<file path="config.mk">
export PLATFORM = sky130hd
export DESIGN_NAME = tva_engine
export DESIGN_NICKNAME = d
export VERILOG_FILES = /design/src/rtl/tva_pkg.sv /design/src/rtl/tva_vecmem.sv /design/src/rtl/tva_pin_cell.sv /design/src/rtl/tva_seq.sv /design/src/rtl/tva_fail_log.sv /design/src/rtl/tva_engine.sv
export SDC_FILE = /design/constraint.sdc
export NUM_CORES = 1
export LEC_CHECK = 0
export BUFFER_PORTS_ARGS = -buffer_cell sky130_fd_sc_hd__buf_2
export CAP_MARGIN = 15
export CORE_MARGIN = 3
export CORE_UTILIZATION = 60
export CTS_BUF_LIST = sky130_fd_sc_hd__clkbuf_4
export DETAILED_ROUTE_END_ITERATION = 10
export PLACE_DENSITY = 0.78
export SETUP_SLACK_MARGIN = 0.5
export SKIP_CTS_REPAIR_TIMING = 1
export SLEW_MARGIN = 20
export SYNTH_ARGS = -nofsm -noshare
export SYNTH_HDL_FRONTEND = slang
export SYNTH_SLANG_ARGS = --single-unit
</file>
<file path="constraint.sdc">
create_clock -name clk -period 5.1 [get_ports clk]
set_input_delay 0.765 -clock clk [delete_from_list [all_inputs] [get_ports clk]]
set_output_delay 0.765 -clock clk [all_outputs]
set_load 0.005 [all_outputs]
</file>
<file path="src/rtl/tva_pkg.sv">
package tva_pkg;

  typedef enum logic [2:0] {
    OP_ADV  = 3'b000,
    OP_RPT  = 3'b001,
    OP_LBEG = 3'b010,
    OP_LEND = 3'b011,
    OP_JMP  = 3'b100,
    OP_HALT = 3'b101
  } op_e;

  typedef logic [2:0] pcode_t;

  localparam pcode_t PC_DRV0 = 3'b000;
  localparam pcode_t PC_DRV1 = 3'b001;
  localparam pcode_t PC_EXPL = 3'b010;
  localparam pcode_t PC_EXPH = 3'b011;
  localparam pcode_t PC_EXPZ = 3'b100;

  // True when the code turns the pin driver on.
  function automatic logic code_drives(input pcode_t c);
    return (c == PC_DRV0) || (c == PC_DRV1);
  endfunction

  // True when the sampled pin disagrees with the expectation in the code.
  function automatic logic code_mismatch(input pcode_t c, input logic lvl,
                                         input logic floating);
    logic bad;
    case (c)
      PC_EXPL: bad = floating | lvl;
      PC_EXPH: bad = floating | ~lvl;
      PC_EXPZ: bad = ~floating;
      default: bad = 1'b0;
    endcase
    return bad;
  endfunction

endpackage

</file>
<file path="src/rtl/tva_vecmem.sv">
module tva_vecmem #(
  parameter int AW    = 4,
  parameter int ROW_W = 23
) (
  input  logic             clk,
  input  logic             ld_en,
  input  logic [AW-1:0]    ld_addr,
  input  logic [ROW_W-1:0] ld_row,
  input  logic [AW-1:0]    rd_addr,
  output logic [ROW_W-1:0] rd_row
);
  localparam int DEPTH = 1 << AW;

  logic [ROW_W-1:0] mem [DEPTH];

  always_ff @(posedge clk) begin
    if (ld_en) mem[ld_addr] <= ld_row;
  end

  assign rd_row = mem[rd_addr];
endmodule

</file>
<file path="src/rtl/tva_pin_cell.sv">
module tva_pin_cell
  import tva_pkg::*;
(
  input  logic   active,
  input  pcode_t code,
  input  logic   pin_lvl,
  input  logic   pin_float,
  output logic   drv_en,
  output logic   drv_val,
  output logic   mism
);
  assign drv_en  = active & code_drives(code);
  assign drv_val = drv_en & code[0];
  assign mism    = active & code_mismatch(code, pin_lvl, pin_float);
endmodule

</file>
<file path="src/rtl/tva_seq.sv">
module tva_seq
  import tva_pkg::*;
#(
  parameter int AW  = 4,
  parameter int OPW = 8
) (
  input  logic           clk,
  input  logic           rst_n,
  input  logic           start,
  input  logic [2:0]     op,
  input  logic [OPW-1:0] operand,
  output logic [AW-1:0]  pc,
  output logic           busy,
  output logic           done,
  output logic           evt_start,
  output logic           evt_advance,
  output logic           evt_rpt_hold,
  output logic           evt_loop_back,
  output logic           evt_jump,
  output logic           evt_halt,
  output logic [AW-1:0]  jmp_tgt,
  output logic [AW-1:0]  loop_tgt
);
  logic [AW-1:0]  pc_q, pc_d, lstart_q, lstart_d;
  logic [OPW-1:0] rpt_q, rpt_d, loop_q, loop_d;
  logic           busy_q, done_q;

  // Last cycle of a repeat: count of cycles already spent reaches K (0 acts as 1).
  function automatic logic rpt_last(input logic [OPW-1:0] cnt,
                                    input logic [OPW-1:0] k);
    logic [OPW:0] spent, lim;
    spent = {1'b0, cnt} + (OPW+1)'(1);
    lim   = (k == '0) ? (OPW+1)'(1) : {1'b0, k};
    return spent >= lim;
  endfunction

  // Extra passes of a loop block after the first one (M=0 acts as 1).
  function automatic logic [OPW-1:0] loop_reload(input logic [OPW-1:0] m);
    return (m == '0) ? '0 : m - OPW'(1);
  endfunction

  assign evt_start = start & ~busy_q;
  assign jmp_tgt   = operand[AW-1:0];
  assign loop_tgt  = lstart_q;

  always_comb begin
    pc_d          = pc_q;
    rpt_d         = rpt_q;
    loop_d        = loop_q;
    lstart_d      = lstart_q;
    evt_advance   = 1'b0;
    evt_rpt_hold  = 1'b0;
    evt_loop_back = 1'b0;
    evt_jump      = 1'b0;
    evt_halt      = 1'b0;
    if (busy_q) begin
      case (op_e'(op))
        OP_RPT: begin
          if (rpt_last(rpt_q, operand)) begin
            rpt_d       = '0;
            evt_advance = 1'b1;
          end else begin
            rpt_d        = rpt_q + OPW'(1);
            evt_rpt_hold = 1'b1;
          end
        end
        OP_LBEG: begin
          loop_d      = loop_reload(operand);
          lstart_d    = pc_q + AW'(1);
          evt_advance = 1'b1;
        end
        OP_LEND: begin
          if (loop_q != '0) begin
            loop_d        = loop_q - OPW'(1);
            evt_loop_back = 1'b1;
          end else begin
            evt_advance = 1'b1;
          end
        end
        OP_JMP:  evt_jump = 1'b1;
        OP_HALT: evt_halt = 1'b1;
        default: evt_advance = 1'b1;
      endcase
      if (evt_advance)   pc_d = pc_q + AW'(1);
      if (evt_loop_back) pc_d = lstart_q;
      if (evt_jump)      pc_d = jmp_tgt;
    end
  end

  always_ff @(posedge clk or negedge rst_n) begin
    if (!rst_n) begin
      busy_q   <= 1'b0;
      done_q   <= 1'b0;
      pc_q     <= '0;
      rpt_q    <= '0;
      loop_q   <= '0;
      lstart_q <= '0;
    end else if (evt_start) begin
      busy_q   <= 1'b1;
      done_q   <= 1'b0;
      pc_q     <= '0;
      rpt_q    <= '0;
      loop_q   <= '0;
      lstart_q <= '0;
    end else if (busy_q) begin
      if (evt_halt) begin
        busy_q <= 1'b0;
        done_q <= 1'b1;
      end
      pc_q     <= pc_d;
      rpt_q    <= rpt_d;
      loop_q   <= loop_d;
      lstart_q <= lstart_d;
    end
  end

  assign pc   = pc_q;
  assign busy = busy_q;
  assign done = done_q;
endmodule

</file>
<file path="src/rtl/tva_fail_log.sv">
module tva_fail_log #(
  parameter int NPINS = 4,
  parameter int AW    = 4
) (
  input  logic             clk,
  input  logic             rst_n,
  input  logic             clear,
  input  logic [NPINS-1:0] mism,
  input  logic [AW-1:0]    addr,
  output logic [NPINS-1:0] fail_pins,
  output logic             any_fail,
  output logic [AW-1:0]    first_addr
);
  logic [NPINS-1:0] flags_q;
  logic             any_q;
  logic [AW-1:0]    first_q;
  logic             hit;

  assign hit = |mism;

  always_ff @(posedge clk or negedge rst_n) begin
    if (!rst_n) begin
      flags_q <= '0;
      any_q   <= 1'b0;
      first_q <= '0;
    end else if (clear) begin
      flags_q <= '0;
      any_q   <= 1'b0;
      first_q <= '0;
    end else begin
      flags_q <= flags_q | mism;
      if (hit && !any_q) begin
        any_q   <= 1'b1;
        first_q <= addr;
      end
    end
  end

  assign fail_pins  = flags_q;
  assign any_fail   = any_q;
  assign first_addr = first_q;
endmodule

</file>
<file path="src/rtl/tva_engine.sv">
module tva_engine
  import tva_pkg::*;
#(
  parameter int NPINS = 4,
  parameter int AW    = 4,
  parameter int OPW   = 8
) (
  input  logic                      clk,
  input  logic                      rst_n,
  input  logic                      ld_en,
  input  logic [AW-1:0]             ld_addr,
  input  logic [NPINS*3+3+OPW-1:0]  ld_row,
  input  logic                      start,
  input  logic [NPINS-1:0]          pin_in,
  input  logic [NPINS-1:0]          pin_z,
  output logic [NPINS-1:0]          drive_en,
  output logic [NPINS-1:0]          drive_val,
  output logic                      busy,
  output logic                      done,
  output logic [AW-1:0]             cur_addr,
  output logic [NPINS-1:0]          fail_pins,
  output logic                      any_fail,
  output logic [AW-1:0]             first_addr
);
  localparam int OP_LSB  = NPINS * 3;
  localparam int OPR_LSB = OP_LSB + 3;
  localparam int ROW_W   = OPR_LSB + OPW;

  logic [ROW_W-1:0] row;
  logic [AW-1:0]    pc;
  logic [NPINS-1:0] mism;
  logic             evt_start, evt_advance, evt_rpt_hold;
  logic             evt_loop_back, evt_jump, evt_halt;
  logic [AW-1:0]    jmp_tgt, loop_tgt;

  tva_vecmem #(.AW(AW), .ROW_W(ROW_W)) u_mem (
    .clk     (clk),
    .ld_en   (ld_en),
    .ld_addr (ld_addr),
    .ld_row  (ld_row),
    .rd_addr (pc),
    .rd_row  (row)
  );

  tva_seq #(.AW(AW), .OPW(OPW)) u_seq (
    .clk           (clk),
    .rst_n         (rst_n),
    .start         (start),
    .op            (row[OP_LSB +: 3]),
    .operand       (row[OPR_LSB +: OPW]),
    .pc            (pc),
    .busy          (busy),
    .done          (done),
    .evt_start     (evt_start),
    .evt_advance   (evt_advance),
    .evt_rpt_hold  (evt_rpt_hold),
    .evt_loop_back (evt_loop_back),
    .evt_jump      (evt_jump),
    .evt_halt      (evt_halt),
    .jmp_tgt       (jmp_tgt),
    .loop_tgt      (loop_tgt)
  );

  for (genvar p = 0; p < NPINS; p++) begin : g_pin
    tva_pin_cell u_cell (
      .active    (busy),
      .code      (row[3*p +: 3]),
      .pin_lvl   (pin_in[p]),
      .pin_float (pin_z[p]),
      .drv_en    (drive_en[p]),
      .drv_val   (drive_val[p]),
      .mism      (mism[p])
    );
  end

  tva_fail_log #(.NPINS(NPINS), .AW(AW)) u_log (
    .clk        (clk),
    .rst_n      (rst_n),
    .clear      (evt_start),
    .mism       (mism),
    .addr       (pc),
    .fail_pins  (fail_pins),
    .any_fail   (any_fail),
    .first_addr (first_addr)
  );

  assign cur_addr = pc;
endmodule

</file>
==> run metrics, run 1 <==
clock root cell=clkbuf_4; Finished Cell Area=~19000 µm²; Crit path max-delay family=multiplexers; Detailed Routing Iterations Pass 1=5; crit path cell chain=buf_4 -> mux4_2 -> mux4_2 -> nor4_4 -> and4_1 -> nand2b_1 -> ha_1 -> nor2b_1 -> o21a_1 -> o21a_1 -> o21a_1 -> o21a_1 -> o211ai_1 -> a21oi_1 -> o21ai_2 -> buf_4 -> mux2i_1; fin crit share=0.860; post-synthesis sequential area ratio=0.712; Routed Antenna Nets=0; most common cell after layout, fill and taps aside=edfxtp_1; filler cell count=1750; die width=roughly 170 µm; final layout net count=approximately 1200; Seq cells post-synth=between 400 and 500; EDFF count, synth=368; wire length per cell=between 20 and 25 µm; die area=around 30000 µm²; min cycle time layout=4.39 ns; Largest stage delay, worst path=0.55 ns; Slew @ Worst Pin=1.15 ns; via count=9769; CTS HTree Levels=3; share of post-route cells with drive strength above 1=0.274; worst vdd ir=0.000348 V; vias in the first global route=9776; largest net degree at the start of global routing=59; Placer Congestion=slightly below 0.9; final hold violation count=0; Ys Warns=0; site row count=60; Core Box Area=27200 µm²; syn nets=1017; antenna violations before repair=3; PwrDens=~560 nW/µm²; Slew Viols, Final=0; die height=approximately 170 µm; status=complete, no violations; RSZ-0062 raised after global routing=true; Via density=6.30; Pleak=6.70 nW; worst-skew pair later-pin latency=0.74 ns; WL final=38700 µm; Worst setup SP type=flip-flop; Max Cap Viol=0; Post-Syn Instances=964; Data arrival, critical path=approximately 5 ns; Worst-path clk slew=roughly 0.08 ns; Iteration-0 DRC Markers=between 1000 and 1500; Netlist Area Pre-Place=16700 µm²; worst-path maximum fanout=9; dpl ws=0.402 ns; dpl cell area=17500 µm²; setup tns final=0 ns; Async SR Flop Fraction=0.0868; DRC violations left=0; Num CTS Buffers=95; crit-path most repeated cell=o21a_1; PortBufs=61; Final Skew=roughly 0.049 ns; CTS tree=built; slowest CP cell=mux4_2; Initial Util=0.616; Critical Path Sink Type=flip-flop; total track usage=0.253; Synth Flop Type=edfxtp_1; Pwr Total=10.5 mW; final HPWL from detailed placement=about 22000 µm; Hold Path Class=in -> async; Buf/Inv on CP=2; Area Overhead vs Synth=12.5%; most frequent cells in the layout=368 x edfxtp_1, 129 x clkbuf_4, 93 x mux2i_1, 61 x buf_2, 55 x mux4_2; clock sink count=between 400 and 500; # IOs=just over 60; final setup violation count=0; grt ovf=0; clock tree buffer depth=3; Setup WS post-layout=a little over 0.7 ns; Synth cell types=56; first-pass GRT wire length=57200 µm; Util after Layout=0.693; Mean Syn Cell Area=17.4 µm²; Req. time, crit path=5.71 ns; Max Freq=228 MHz; Slew HR=0.231; kind of critical path=reg -> reg
[cells in the mapped netlist, types with 2 or more instances]
library cell | number | area [µm²]
nand3_1 | 16 | 80.1
edfxtp_1 | 368 | 11100
nand2b_1 | 7 | 43.8
a2bb2oi_1 | 2 | 17.5
inv_1 | 22 | 82.6
mux2i_1 | 93 | 931
clkbuf_1 | 16 | 60.1
a22oi_1 | 19 | 143
buf_6 | 8 | 90.1
buf_4 | 11 | 82.6
nand3b_1 | 3 | 22.5
o21ai_0 | 38 | 190
nor3b_1 | 2 | 15.0
nand2_1 | 48 | 180
xnor2_1 | 11 | 96.3
buf_2 | 11 | 55.1
and3_1 | 3 | 18.8
nor2b_1 | 6 | 37.5
a22o_1 | 3 | 26.3
nor3_1 | 16 | 80.1
nor4b_1 | 2 | 17.5
dfrtp_1 | 35 | 876
or2_1 | 2 | 12.5
a21o_1 | 5 | 37.5
o211ai_1 | 4 | 30.0
nor4_1 | 5 | 31.3
buf_12 | 3 | 60.1
o2bb2ai_1 | 3 | 26.3
ha_1 | 14 | 175
a221oi_1 | 40 | 350
a21oi_1 | 17 | 85.1
nor2_1 | 30 | 113
o21a_1 | 8 | 60.1
xor2_1 | 4 | 35.0
nand4_1 | 3 | 18.8
buf_1 | 3 | 11.3
mux4_2 | 55 | 1240
and2_1 | 9 | 56.3
mux2_2 | 2 | 22.5
[final timing paths]
kind	cells after the start	startpoint	end	slack, ns
min reg2reg	1	u_log.fail_pins[2]$_DFF_PN0_	u_log.fail_pins[2]$_DFF_PN0_	0.47
max in group asynchronous	1	rst_n	u_seq.pc[0]$_DFFE_PN0P_	4.33
max reg2reg	17	u_seq.pc[0]$_DFFE_PN0P_	u_seq.pc[2]$_DFFE_PN0P_	0.71
min	1	rst_n	u_log.fail_pins[1]$_DFF_PN0_	0.12
max	17	u_seq.pc[0]$_DFFE_PN0P_	u_seq.pc[2]$_DFFE_PN0P_	0.71
min in group clk	2	start	u_seq.busy$_DFF_PN0_	0.29
[layout make-up]
| class | instances | area (µm²) | area share |
|---|---|---|---|
| antenna | 1 | 2.50 | 0.000133 |
| clock buffer | 129 | 968 | 0.0514 |
| clock inverter | 38 | 214 | 0.0114 |
| inverter | 22 | 82.6 | 0.00438 |
| multi-input combinational | 486 | 4490 | 0.238 |
| sequential | 403 | 11900 | 0.633 |
| tap | 372 | 465 | 0.0247 |
| timing repair buffer | 99 | 693 | 0.0368 |
[per-stage QoR]
| step | hold WS [ns] | instances |
|---|---|---|
| finish | 0.123 | 1550 |
| floorplan | 0.469 | 964 |
| global route | 0.134 | 1550 |
| CTS | 0.104 | 1538 |
| global placement | 0.454 | 1371 |
| detailed placement | 0.461 | 1371 |
[flip-flops by register name, indices dropped and copies added (netlist names)]
name and cells:
u_log.any_fail 1, u_log.fail_pins 4, u_log.first_addr 4, u_mem.mem 368, u_seq.busy 1, u_seq.done 1, u_seq.loop_q 8, u_seq.loop_tgt 4
u_seq.pc 4, u_seq.rpt_q 8
[power breakdown]
| group | switching (mW) | internal [mW] | leakage (nW) | total (mW) |
|---|---|---|---|---|
| clock | 1.23 | 1.28 | 0.682 | 2.51 |
| sequential | 0.138 | 3.79 | 3.76 | 3.93 |
| combinational | 2.38 | 1.70 | 2.26 | 4.08 |
| total | 3.75 | 6.77 | 6.70 | 10.5 |
[layer usage]
metal  share of wire  vias up  track usage
met4           0.018        2       0.0909
li1                -     4226            -
met3           0.091       71       0.0661
met5         0.00034        -            0
met1            0.41     4973        0.356
met2            0.48      497        0.391
[kinds of logic (layout without fill, tap and decap cells)]
| family | count (synthesis) | count (layout) | share of synthesized area |
|---|---|---|---|
| DFF | 403 | 403 | 0.712 |
| and+or+nand+nor | 158 | 158 | 0.0469 |
| muxes | 151 | 151 | 0.132 |
| AOI/OAI and AO/OA | 148 | 148 | 0.0628 |
| buffers and inverters | 75 | 288 | 0.0273 |
| xor gates and xnor gates | 15 | 15 | 0.00784 |
| adders and majority gates | 14 | 14 | 0.0105 |
| other | 0 | 1 | 0 |
Note: power is estimated with default switching activity, not from simulation.
==> run 2: changes to the inputs <==
- clock period: 5.1 -> 4.14 ns (I/O delays scaled with it)
==> run metrics, run 2 (same netlist as run 1, synthesis figures left out) <==
wire length per cell=~24 µm; worst min-delay path startpoint=start; final setup violation count=11; Routed Antenna Nets=0; Req. time, crit path=4.78 ns; most frequent cells in the layout=368 x edfxtp_1, 146 x clkbuf_4, 93 x mux2i_1, 63 x buf_4, 61 x buf_2; setup tns final=-1.59 ns; Pleak=6.98 nW; Area Overhead vs Synth=15.2%; Max Freq=228 MHz; die area=30000 µm²; share of post-route cells with drive strength above 1=0.321; fin crit share=1.06; Final Skew=0.0681 ns; worst-path maximum fanout=7; final layout net count=1203; site row count=60; PortBufs=61; Slew HR=0.237; Worst R2R End=u_seq.pc[1]$_DFFE_PN0P_; area of the multi-input gates=approximately 4600 µm²; Setup WS post-layout=-0.240 ns; antenna violations before repair=6; total track usage=0.250; Most flops, register=u_mem.mem; Hold EP=u_seq.busy$_DFF_PN0_; Largest regs=u_mem.mem x368, u_seq.loop_q x8, u_seq.rpt_q x8; R2R cell count=17; RSZ-0062 raised after global routing=true; status=finished, violations left; r2r setup slk=-0.24 ns; Util after Layout=0.710; Min-Delay Path Depth=2; largest net degree at the start of global routing=49; WL final=37900 µm; PwrDens=707 nW/µm²; CTS tree=built; Num CTS Buffers=102; CTS HTree Levels=3; Critical Path Sink Type=flip-flop; filler cell count=approximately 1800; kind of critical path=reg -> reg; Worst setup SP type=flip-flop; Initial Util=0.616; clock root cell=clkbuf_4; most common cell after layout, fill and taps aside=edfxtp_1; Core Box Area=27200 µm²; Hold Path Class=in -> reg; grt ovf=0; vias in the first global route=9958; reg-to-reg startpoint=u_seq.pc[0]$_DFFE_PN0P_; min cycle time layout=4.38 ns; Placer Congestion=0.874; Data arrival, critical path=between 5 and 6 ns; worst-skew pair later-pin latency=0.75 ns; final HPWL from detailed placement=approximately 22000 µm; # IOs=62; Slew Viols, Final=0; violated checks=negative setup slack; DRC violations left=0; die width=about 170 µm; register area=11900 µm²; max reg flops=between 300 and 400; die height=around 170 µm; Iteration-0 DRC Markers=roughly 1100; Slew @ Worst Pin=1.14 ns; Worst-path clk slew=roughly 0.07 ns; via count=9656; clock sink count=403; Max Cap Viol=0; first-pass GRT wire length=56600 µm; Detailed Routing Iterations Pass 1=6; clock tree buffer depth=3; worst vdd ir=0.000356 V; Via density=6.01; final hold violation count=0
-- run 2: cell types whose count changed in the layout (fill, tap and decap cells not counted), sizes merged --
cell	change
inv	+2
dlygate4sd3	+1
diode	+2
buf	+37
clkinv	+1
clkinvlp	-2
clkbuf	+15
-- run 2: stage by stage --
step / setup slack [ns] / instance area [µm²] / std cells / total power [mW] / hold WS [ns]
2_1_floorplan: 0.0434 / 16800 / 964 / 8.50 / 0.325
3_3_place_gp: -0.241 / 17700 / 1406 / 9.92 / 0.455
3_5_place_dp: -0.245 / 17700 / 1406 / 10.0 / 0.460
4_1_cts: -0.359 / 19100 / 1591 / 13.3 / -0.0657
5_1_grt: -0.426 / 19300 / 1606 / 14.4 / 0.0602
6_report: -0.240 / 19300 / 1606 / 13.6 / 0.0967
-- run 2: how the worst max path moves through the flow --
| stage | startpoint | end | cells after the start |
|---|---|---|---|
| final | u_seq.pc[0]$_DFFE_PN0P_ | u_seq.pc[1]$_DFFE_PN0P_ | 17 |
| after CTS | u_seq.pc[0]$_DFFE_PN0P_ | u_seq.pc[1]$_DFFE_PN0P_ | 18 |
| after global routing | u_seq.pc[0]$_DFFE_PN0P_ | u_seq.pc[1]$_DFFE_PN0P_ | 18 |
| after detailed placement | u_seq.pc[0]$_DFFE_PN0P_ | u_seq.pc[1]$_DFFE_PN0P_ | 18 |
| after global placement | u_seq.pc[0]$_DFFE_PN0P_ | u_seq.pc[0]$_DFFE_PN0P_ | 18 |
| after floorplan | u_seq.pc[0]$_DFFE_PN0P_ | u_seq.pc[0]$_DFFE_PN0P_ | 23 |
-- run 2: metal layers --
metal	GRT usage	wire length, µm
met3	0.0490	2740
met2	0.411	19100
met5	0	0
met4	0.0993	1040
met1	0.336	14900
-- run 2: final cells by class --
cell class	instances	area share
flip-flops and latches	403	0.618
multi-input cells	486	0.236
clock buffers	146	0.0568
repair buffers	135	0.0482
well taps	372	0.0241
clock inverters	39	0.0118
inverters	22	0.00428
diodes	3	0.000389
-- run 2: critical path, stage by stage (launching register included) --
cell and delay (ns):
dfrtp_4 0.48, buf_6 0.12, mux4_2 0.48, mux4_2 0.55, nor4_4 0.32, buf_4 0.16, and4_1 0.19, nand2b_4 0.14
ha_4 0.19, nor2b_4 0.12, o21a_1 0.17, o21a_1 0.17, o21a_1 0.16, o21a_1 0.16, o211ai_1 0.25, a21oi_1 0.12
o21ai_2 0.29, mux2i_1 0.24
-- run 2: power by group --
part / switching [mW] / leakage [nW] / internal (mW)
clock: 1.57 / 0.786 / 1.76
sequential: 0.177 / 3.76 / 4.67
combinational: 3.02 / 2.43 / 2.44
